==> config.mk <==
export PLATFORM = sky130hd
export DESIGN_NAME = mfr_read_engine
export DESIGN_NICKNAME = d
export VERILOG_FILES = /design/src/rtl/mfr_pkg.sv /design/src/rtl/mfr_tmpl.sv /design/src/rtl/mfr_shift.sv /design/src/rtl/mfr_read_engine.sv
export SDC_FILE = /design/constraint.sdc
export NUM_CORES = 1
export LEC_CHECK = 0
export BUFFER_PORTS_ARGS = -buffer_cell sky130_fd_sc_hd__buf_2
export CORE_ASPECT_RATIO = 1.1
export CORE_MARGIN = 2
export CORE_UTILIZATION = 50
export CTS_BUF_LIST = sky130_fd_sc_hd__clkbuf_16
export CTS_CLUSTER_SIZE = 28
export DETAILED_ROUTE_END_ITERATION = 7
export GPL_TIMING_DRIVEN = 0
export HOLD_SLACK_MARGIN = 0.15
export PLACE_DENSITY_LB_ADDON = 0.05
export SLEW_MARGIN = 5
export SYNTH_ARGS = -nofsm -noshare
export SYNTH_HDL_FRONTEND = slang
export SYNTH_SLANG_ARGS = --single-unit
==> constraint.sdc <==
create_clock -name clk -period 5.1 [get_ports clk]
set_input_delay 0.765 -clock clk [delete_from_list [all_inputs] [get_ports clk]]
set_output_delay 0.765 -clock clk [all_outputs]
set_load 0.05 [all_outputs]
==> src/rtl/mfr_pkg.sv <==
package mfr_pkg;

    typedef struct packed {
        logic [7:0] opcode;
        logic [2:0] frame;
        logic [1:0] field;
        logic [2:0] inter;
    } tmpl_t;

    typedef enum logic [2:0] {
        ST_IDLE,
        ST_OPCODE,
        ST_ADDR,
        ST_DUMMY,
        ST_DATA,
        ST_RESP
    } st_t;

    localparam logic [1:0] LANE_1 = 2'd0;
    localparam logic [1:0] LANE_2 = 2'd1;
    localparam logic [1:0] LANE_4 = 2'd2;

    function automatic tmpl_t tmpl_unpack(input logic [31:0] w);
        tmpl_t t;
        t.opcode = w[31:24];
        t.frame  = w[23:21];
        t.field  = w[20:19];
        t.inter  = w[18:16];
        return t;
    endfunction

    function automatic logic frame_ok(input logic [2:0] f);
        return (f >= 3'd2) && (f <= 3'd5);
    endfunction

endpackage

==> src/rtl/mfr_tmpl.sv <==
module mfr_tmpl
    import mfr_pkg::*;
(
    input  logic        clk,
    input  logic        rst_n,
    input  logic        tmpl_wr,
    input  logic [31:0] tmpl_wdata,
    input  logic        rst_wr,
    output tmpl_t       tmpl,
    output logic        init
);
    tmpl_t cand;
    assign cand = tmpl_unpack(tmpl_wdata);

    always_ff @(posedge clk) begin
        if (!rst_n) begin
            tmpl <= '0;
            init <= 1'b0;
        end else if (rst_wr) begin
            init <= 1'b0;
        end else if (tmpl_wr && frame_ok(cand.frame)) begin
            tmpl <= cand;
            init <= 1'b1;
        end
    end
endmodule

==> src/rtl/mfr_shift.sv <==
module mfr_shift
    import mfr_pkg::*;
(
    input  logic       clk,
    input  logic       rst_n,
    input  logic       go,
    input  logic [1:0] lw,
    input  logic [7:0] tx,
    input  logic [3:0] io_i,
    output logic       sck,
    output logic       tx_bit,
    output logic [7:0] rx,
    output logic       done
);
    logic       active;
    logic       phase;
    logic [2:0] cnt;
    logic [7:0] sh;

    assign sck    = active & phase;
    assign tx_bit = sh[7];
    assign done   = active & phase & (cnt == 3'd0);

    always_ff @(posedge clk) begin
        if (!rst_n) begin
            active <= 1'b0;
            phase  <= 1'b0;
            cnt    <= '0;
            sh     <= '0;
            rx     <= '0;
        end else if (!active) begin
            if (go) begin
                active <= 1'b1;
                phase  <= 1'b0;
                sh     <= tx;
                cnt    <= (lw == LANE_4) ? 3'd1 : (lw == LANE_2) ? 3'd3 : 3'd7;
            end
        end else if (!phase) begin
            phase <= 1'b1;
            unique case (lw)
                LANE_2:  rx <= {rx[5:0], io_i[1:0]};
                LANE_4:  rx <= {rx[3:0], io_i[3:0]};
                default: rx <= {rx[6:0], io_i[1]};
            endcase
        end else begin
            phase <= 1'b0;
            sh    <= {sh[6:0], 1'b0};
            if (cnt == 3'd0) active <= 1'b0;
            else             cnt    <= cnt - 3'd1;
        end
    end
endmodule

==> src/rtl/mfr_read_engine.sv <==
module mfr_read_engine
    import mfr_pkg::*;
#(
    parameter int ADDR_W = 24,
    parameter int BUS_W  = 32
) (
    input  logic              clk,
    input  logic              rst_n,
    input  logic              tmpl_wr,
    input  logic [31:0]       tmpl_wdata,
    input  logic              rst_wr,
    input  logic              dual_sel,
    input  logic              win_req,
    input  logic [ADDR_W-1:0] win_addr,
    output logic              win_ready,
    output logic              win_err,
    output logic [BUS_W-1:0]  win_rdata,
    output logic              stat_init,
    output logic              spi_sck,
    output logic              spi_cs_n,
    output logic [3:0]        spi_io_o,
    output logic [3:0]        spi_io_oe,
    input  logic [3:0]        spi_io_i
);
    localparam int BYTES = BUS_W / 8;
    localparam int CNT_W = ($clog2(BYTES) > 3) ? $clog2(BYTES) : 3;

    st_t              state;
    tmpl_t            tmpl;
    tmpl_t            snap;
    logic [1:0]       lanes_q;
    logic [31:0]      addr_q;
    logic [BUS_W-1:0] data_q;
    logic             err_q;
    logic [CNT_W-1:0] bcnt;

    logic       go;
    logic [1:0] lw;
    logic [7:0] tx;
    logic       tx_bit;
    logic [7:0] rx;
    logic       done;

    mfr_tmpl u_tmpl (
        .clk        (clk),
        .rst_n      (rst_n),
        .tmpl_wr    (tmpl_wr),
        .tmpl_wdata (tmpl_wdata),
        .rst_wr     (rst_wr),
        .tmpl       (tmpl),
        .init       (stat_init)
    );

    mfr_shift u_shift (
        .clk    (clk),
        .rst_n  (rst_n),
        .go     (go),
        .lw     (lw),
        .tx     (tx),
        .io_i   (spi_io_i),
        .sck    (spi_sck),
        .tx_bit (tx_bit),
        .rx     (rx),
        .done   (done)
    );

    // State register and per-transaction data
    always_ff @(posedge clk) begin
        if (!rst_n) begin
            state   <= ST_IDLE;
            snap    <= '0;
            lanes_q <= LANE_1;
            addr_q  <= '0;
            data_q  <= '0;
            err_q   <= 1'b0;
            bcnt    <= '0;
        end else begin
            unique case (state)
                ST_IDLE: if (win_req) begin
                    if (!stat_init) begin
                        err_q <= 1'b1;
                        state <= ST_RESP;
                    end else begin
                        err_q   <= 1'b0;
                        snap    <= tmpl;
                        lanes_q <= (tmpl.field == 2'd1) ? (dual_sel ? LANE_2 : LANE_4) : LANE_1;
                        addr_q  <= 32'(win_addr);
                        state   <= ST_OPCODE;
                    end
                end
                ST_OPCODE: if (done) begin
                    bcnt  <= CNT_W'(snap.frame - 3'd2);
                    state <= ST_ADDR;
                end
                ST_ADDR: if (done) begin
                    if (bcnt != '0) begin
                        bcnt <= bcnt - 1'b1;
                    end else if (snap.inter != 3'd0) begin
                        bcnt  <= CNT_W'(snap.inter - 3'd1);
                        state <= ST_DUMMY;
                    end else begin
                        bcnt  <= '0;
                        state <= ST_DATA;
                    end
                end
                ST_DUMMY: if (done) begin
                    if (bcnt != '0) begin
                        bcnt <= bcnt - 1'b1;
                    end else begin
                        bcnt  <= '0;
                        state <= ST_DATA;
                    end
                end
                ST_DATA: if (done) begin
                    data_q[bcnt*8 +: 8] <= rx;
                    if (bcnt == CNT_W'(BYTES - 1)) state <= ST_RESP;
                    else                           bcnt  <= bcnt + 1'b1;
                end
                ST_RESP: state <= ST_IDLE;
                default: state <= ST_IDLE;
            endcase
        end
    end

    // Outputs decoded from state
    always_comb begin
        go        = 1'b0;
        lw        = LANE_1;
        tx        = 8'h00;
        spi_cs_n  = 1'b1;
        spi_io_oe = 4'b0000;
        win_ready = 1'b0;
        win_err   = 1'b0;
        win_rdata = '0;
        unique case (state)
            ST_IDLE: ;
            ST_OPCODE: begin
                go = 1'b1; spi_cs_n = 1'b0; spi_io_oe = 4'b0001;
                tx = snap.opcode;
            end
            ST_ADDR: begin
                go = 1'b1; spi_cs_n = 1'b0; spi_io_oe = 4'b0001;
                tx = addr_q[bcnt*8 +: 8];
            end
            ST_DUMMY: begin
                go = 1'b1; spi_cs_n = 1'b0; spi_io_oe = 4'b0001;
            end
            ST_DATA: begin
                go = 1'b1; spi_cs_n = 1'b0; lw = lanes_q;
            end
            ST_RESP: begin
                win_ready = 1'b1;
                win_err   = err_q;
                win_rdata = err_q ? '0 : data_q;
            end
            default: ;
        endcase
    end

    assign spi_io_o = {3'b000, tx_bit};
endmodule

# After elaboration in Yosys (flattened, before gate mapping)
# Cells that the tools add are included.
[word_totals]
reg_bits = 117
romBits = 0
mem_bits_rw = 0
n_memories = 0
latch_bits = 0
[classes]
bitwise_logic = 5
n_mux = 50
n_addsub = 6
order_cmp = 2
shift = 3
div_mod_pow = 0
eq_ne = 20
reduce_logical = 20
n_mul = 0
[op_table]
columns = ["operator", "count"]
rows = [
  ["$mux W3", 24],
  ["$mux W32", 2],
  ["$neg A6 Y34", 1],
  ["$shift A8 B34 Y32 const A", 1],
  ["$shiftx A8 B34 Y32", 1],
  ["$bwmux W32", 1],
  ["$pmux W8 S2", 2],
  ["$shiftx A32 B7 Y8", 1],
  ["$mux W8", 3],
  ["$ne A2 B2 Y1 const B", 11],
  ["$pmux W3 S5", 1],
  ["$mux W1", 13],
  ["$pmux W3 S4", 1],
  ["$reduce_and A2 Y1", 5],
  ["$eq A3 B2 Y1 const B", 3],
  ["$sub A3 B1 Y3 const B", 3],
  ["$reduce_and A8 Y1", 1],
  ["$eq A3 B3 Y1 const B", 2],
  ["$logic_not A3 Y1", 2],
  ["$mux W2", 3],
  ["$reduce_and A3 Y1", 2],
  ["$reduce_and A6 Y1", 1],
  ["$reduce_bool A3 Y1", 2],
  ["$eq A2 B1 Y1 const B", 2],
  ["other kinds (14)", 18],
]

# Logic depth before layout (Yosys ltp)
[depth]
depth_word = 7
ltp_mapped = 10
mapped_depth_nobuf = 8

# Hierarchy
# From an unflattened synthesis, not the netlist that was laid out.
[unflattened]
hier_cells = 704
hier_area_um2 = 5723.0
[modules_own_cells]
columns = ["mod", "instances", "cells_per_inst", "seq_area_each_um2", "area_per_inst_um2"]
rows = [
  ["mfr_read_engine", 1, 505, 1581.5, 3903.7],
  ["mfr_shift", 1, 125, 420.4, 1127.3],
  ["mfr_tmpl", 1, 74, 340.3, 691.9],
]

# Worst setup path before layout
# No wires, ideal clock.
[synth_path]
kind = "register -> output"
from = "register state[1]"
to = "output win_rdata[22]"
stages_incl_launch_ff = 6
t_arrival_ps = 1957
setup_slack_ps = 2378
required_ps = 4335
path_cell_list = "dfxtp_1 -> buf_4 -> nor2b_1 -> and2_1 -> clkbuf_1 -> and3_1"
[synth_via]
elab_chain_cells = 2
[synth_rtl]
columns = ["element", "line_no", "source"]
rows = [
  ["from (decl)", "mfr_read_engine.sv:28", "st_t state;"],
  ["from (signal assigned)", "mfr_read_engine.sv:70", "state <= ST_IDLE;"],
  ["from (signal assigned)", "mfr_read_engine.sv:82", "state <= ST_RESP;"],
  ["from (signal assigned)", "mfr_read_engine.sv:88", "state <= ST_OPCODE;"],
  ["$eq A3 B3 Y1", "mfr_read_engine.sv:135", "unique case (state)"],
  ["$mux W32", "mfr_read_engine.sv:135", ""],
  ["to (decl)", "mfr_read_engine.sv:17", "output logic [BUS_W-1:0] win_rdata,"],
]
# No other way between the ends.

# Worst setup path in the final report
[layout_path]
from = "register state[0]"
to = "output win_rdata[7]"
# Same word-level chain as after synthesis.

==> run metrics <==
sequential share of the synthesized area 0.415; dpl cell area 6280 um^2; Slew Viols, Final 0; asr flop ratio synth 0; num ports 111; WP data arrival 2.26 ns; Total Routing Usage GR 0.254; total number of vias 5152; Hold Startpoint data_q[6]; WP data required 4.34 ns; Storage cell area 2340 um^2; IO buf count 87; Routed Antenna Nets 0; die area 12100 um^2; cell with the most instances after synthesis nand2_1; worst slew pin tran 0.819 ns; vias per inst 5.48; Leak Pwr 0.00291 uW; worst-skew pair later-pin latency 0.41 ns; status finished clean; Post-CTS Setup Inserts 0; Setup Viol. Count Final 0; Root Buffer clkbuf_16; leading area contributor after synthesis dfxtp_1; P&R area growth vs syn 20.8%; fin util 0.621; Worst Hold Class reg -> reg; largest net degree at the start of global routing 17; CTS tree built; synthesized area 5640 um^2; Final Cycle Share 0.593; FP Rows 40; hold_buf cts 0; first-pass GRT wire length 24100 um; crit start category flip-flop; number of max-cap violations 0; Synth Area per Inst 8.40 um^2; pwr dens 346 nW/um^2; clock buffer depth 2; DRT Wirelength 15000 um; RSZ-0062 raised after global routing false; Inserted Diodes 0; Initial DRC Count 374; synth cell count leaders nand2_1, dfxtp_1, a21oi_1; #FFs+latches synth 117; core region area 11000 um^2; Overflow after GRT 0; Yosys cell types 61; final instance area 6810 um^2; Die Width 105 um; Syn Inst Count 671; Ys Warns 0; final hold vios 0; final worst slack 2.08 ns; CP max FO 10; initial antenna violation count 0; chip height 115 um; skew final 0.0113 ns; number of global-route vias before repair 4842; top post-synthesis cells by area dfxtp_1, mux2i_1, nand2_1; Initial Utilization 0.514; Reg-to-Reg Start bcnt[1]; layout cell share with drive strength beyond 1 0.178; multi-input logic area 2950 um^2; dpl ws 2.41 ns; cts bufs inserted 17; Setup crit end kind primary output; WS Path Type reg -> out; Fmax 331 MHz; post-CTS sizing 0; WL/cell 15.9 um; hpwl dp 11100 um; crit path time final 3.02 ns; DR DRC count 0; CP Launch Point state[0]; Main synth FF type dfxtp_1; Yosys top cell area share 0.415; H-tree depth 4; clk sinks 117; max_slew headroom 0.454; TNS Setup 0 ns; Filler cells 1005; drt pass-1 iters 6; GPL Wtd Cong 0.936; Peak VDD IR 204 uV; # nets final 857; clock-pin transition on the worst setup and hold timing paths 0.05 ns; EDFF count, synth 0
worst max-delay path, stage by stage, from the launching register on:
cell	delay (ns)
dfxtp_1	0.42
nor2b_1	0.30
and2_1	0.34
clkbuf_1	0.31
and3_1	0.21
buf_2	0.26
registers in the layout, indices dropped and copies added, names as in the netlist:
name and cells:
state 3, err_q 1, u_shift.active 1, lanes_q 2, u_shift.phase 1, bcnt 3
addr_q 24, u_shift.cnt 3, u_shift.sh 8, snap 14, data_q 32, u_tmpl.tmpl 16
u_shift.rx 8, u_tmpl.init 1
worst paths after layout:
check	endpoint	slack, ns	depth (start not counted)
worst max-delay path	win_rdata[7]	2.08	5
worst min-delay path	data_q[6]	0.45	2
worst max register to register	data_q[19]	2.35	9
worst min register to register	data_q[6]	0.45	2
layer usage:
metal  track usage  part of all wire  vias to the layer above
li1              -                 -                     2562
met1         0.303              0.43                     2375
met2         0.456              0.49                      187
met3        0.0522             0.056                       28
met4        0.0862             0.019                        0
met5             0                 0                        -
cell type report:
class	count	share of cell area
multi-input combinational	479	0.433
sequential	117	0.344
timing repair buffer	87	0.0640
clock buffer	17	0.0625
buffer	63	0.0443
tap	147	0.0270
clock inverter	14	0.0156
inverter	17	0.00937
cell usage in the layout, fill, tap and decap left out, types with 8 or more instances in the layout:
| cell | instances |
|---|---|
| nand2_1 | 122 |
| dfxtp_1 | 117 |
| buf_2 | 97 |
| a21oi_1 | 62 |
| mux2i_1 | 52 |
| clkbuf_1 | 38 |
| nor2_1 | 36 |
| and3_1 | 35 |
| inv_1 | 22 |
| nand3_1 | 18 |
| clkbuf_16 | 17 |
| o21ai_0 | 15 |
| a221o_1 | 12 |
| buf_4 | 10 |
| ha_1 | 9 |
| nor2b_1 | 8 |
| nor3_1 | 8 |
| o2bb2ai_1 | 8 |
| nand2b_1 | 8 |
| o211ai_1 | 8 |
report_power, final:
group | internal (uW) | switching, uW
combinational | 109 | 195
sequential | 946 | 19.9
clock | 693 | 394
kinds of logic after synthesis:
group                    share of synthesized area
buffers and inverters                       0.0648
multiplexers                                0.0923
AO/OA/AOI/OAI                                0.169
adder cells (fa/ha/maj)                     0.0200
flip-flops                                   0.415
XOR/XNOR                                   0.00466
AND/OR/NAND/NOR                              0.233
other                                     0.000665
metrics by stage:
stage	hold slack (ns)	instances	power (uW)
6_report	0.448	941	2360
5_1_grt	0.466	941	2440
4_1_cts	0.449	941	2360
3_5_place_dp	0.442	910	1280
3_3_place_gp	0.436	910	1280
2_1_floorplan	0.427	676	1200
Power figures use the tool's default switching activity.
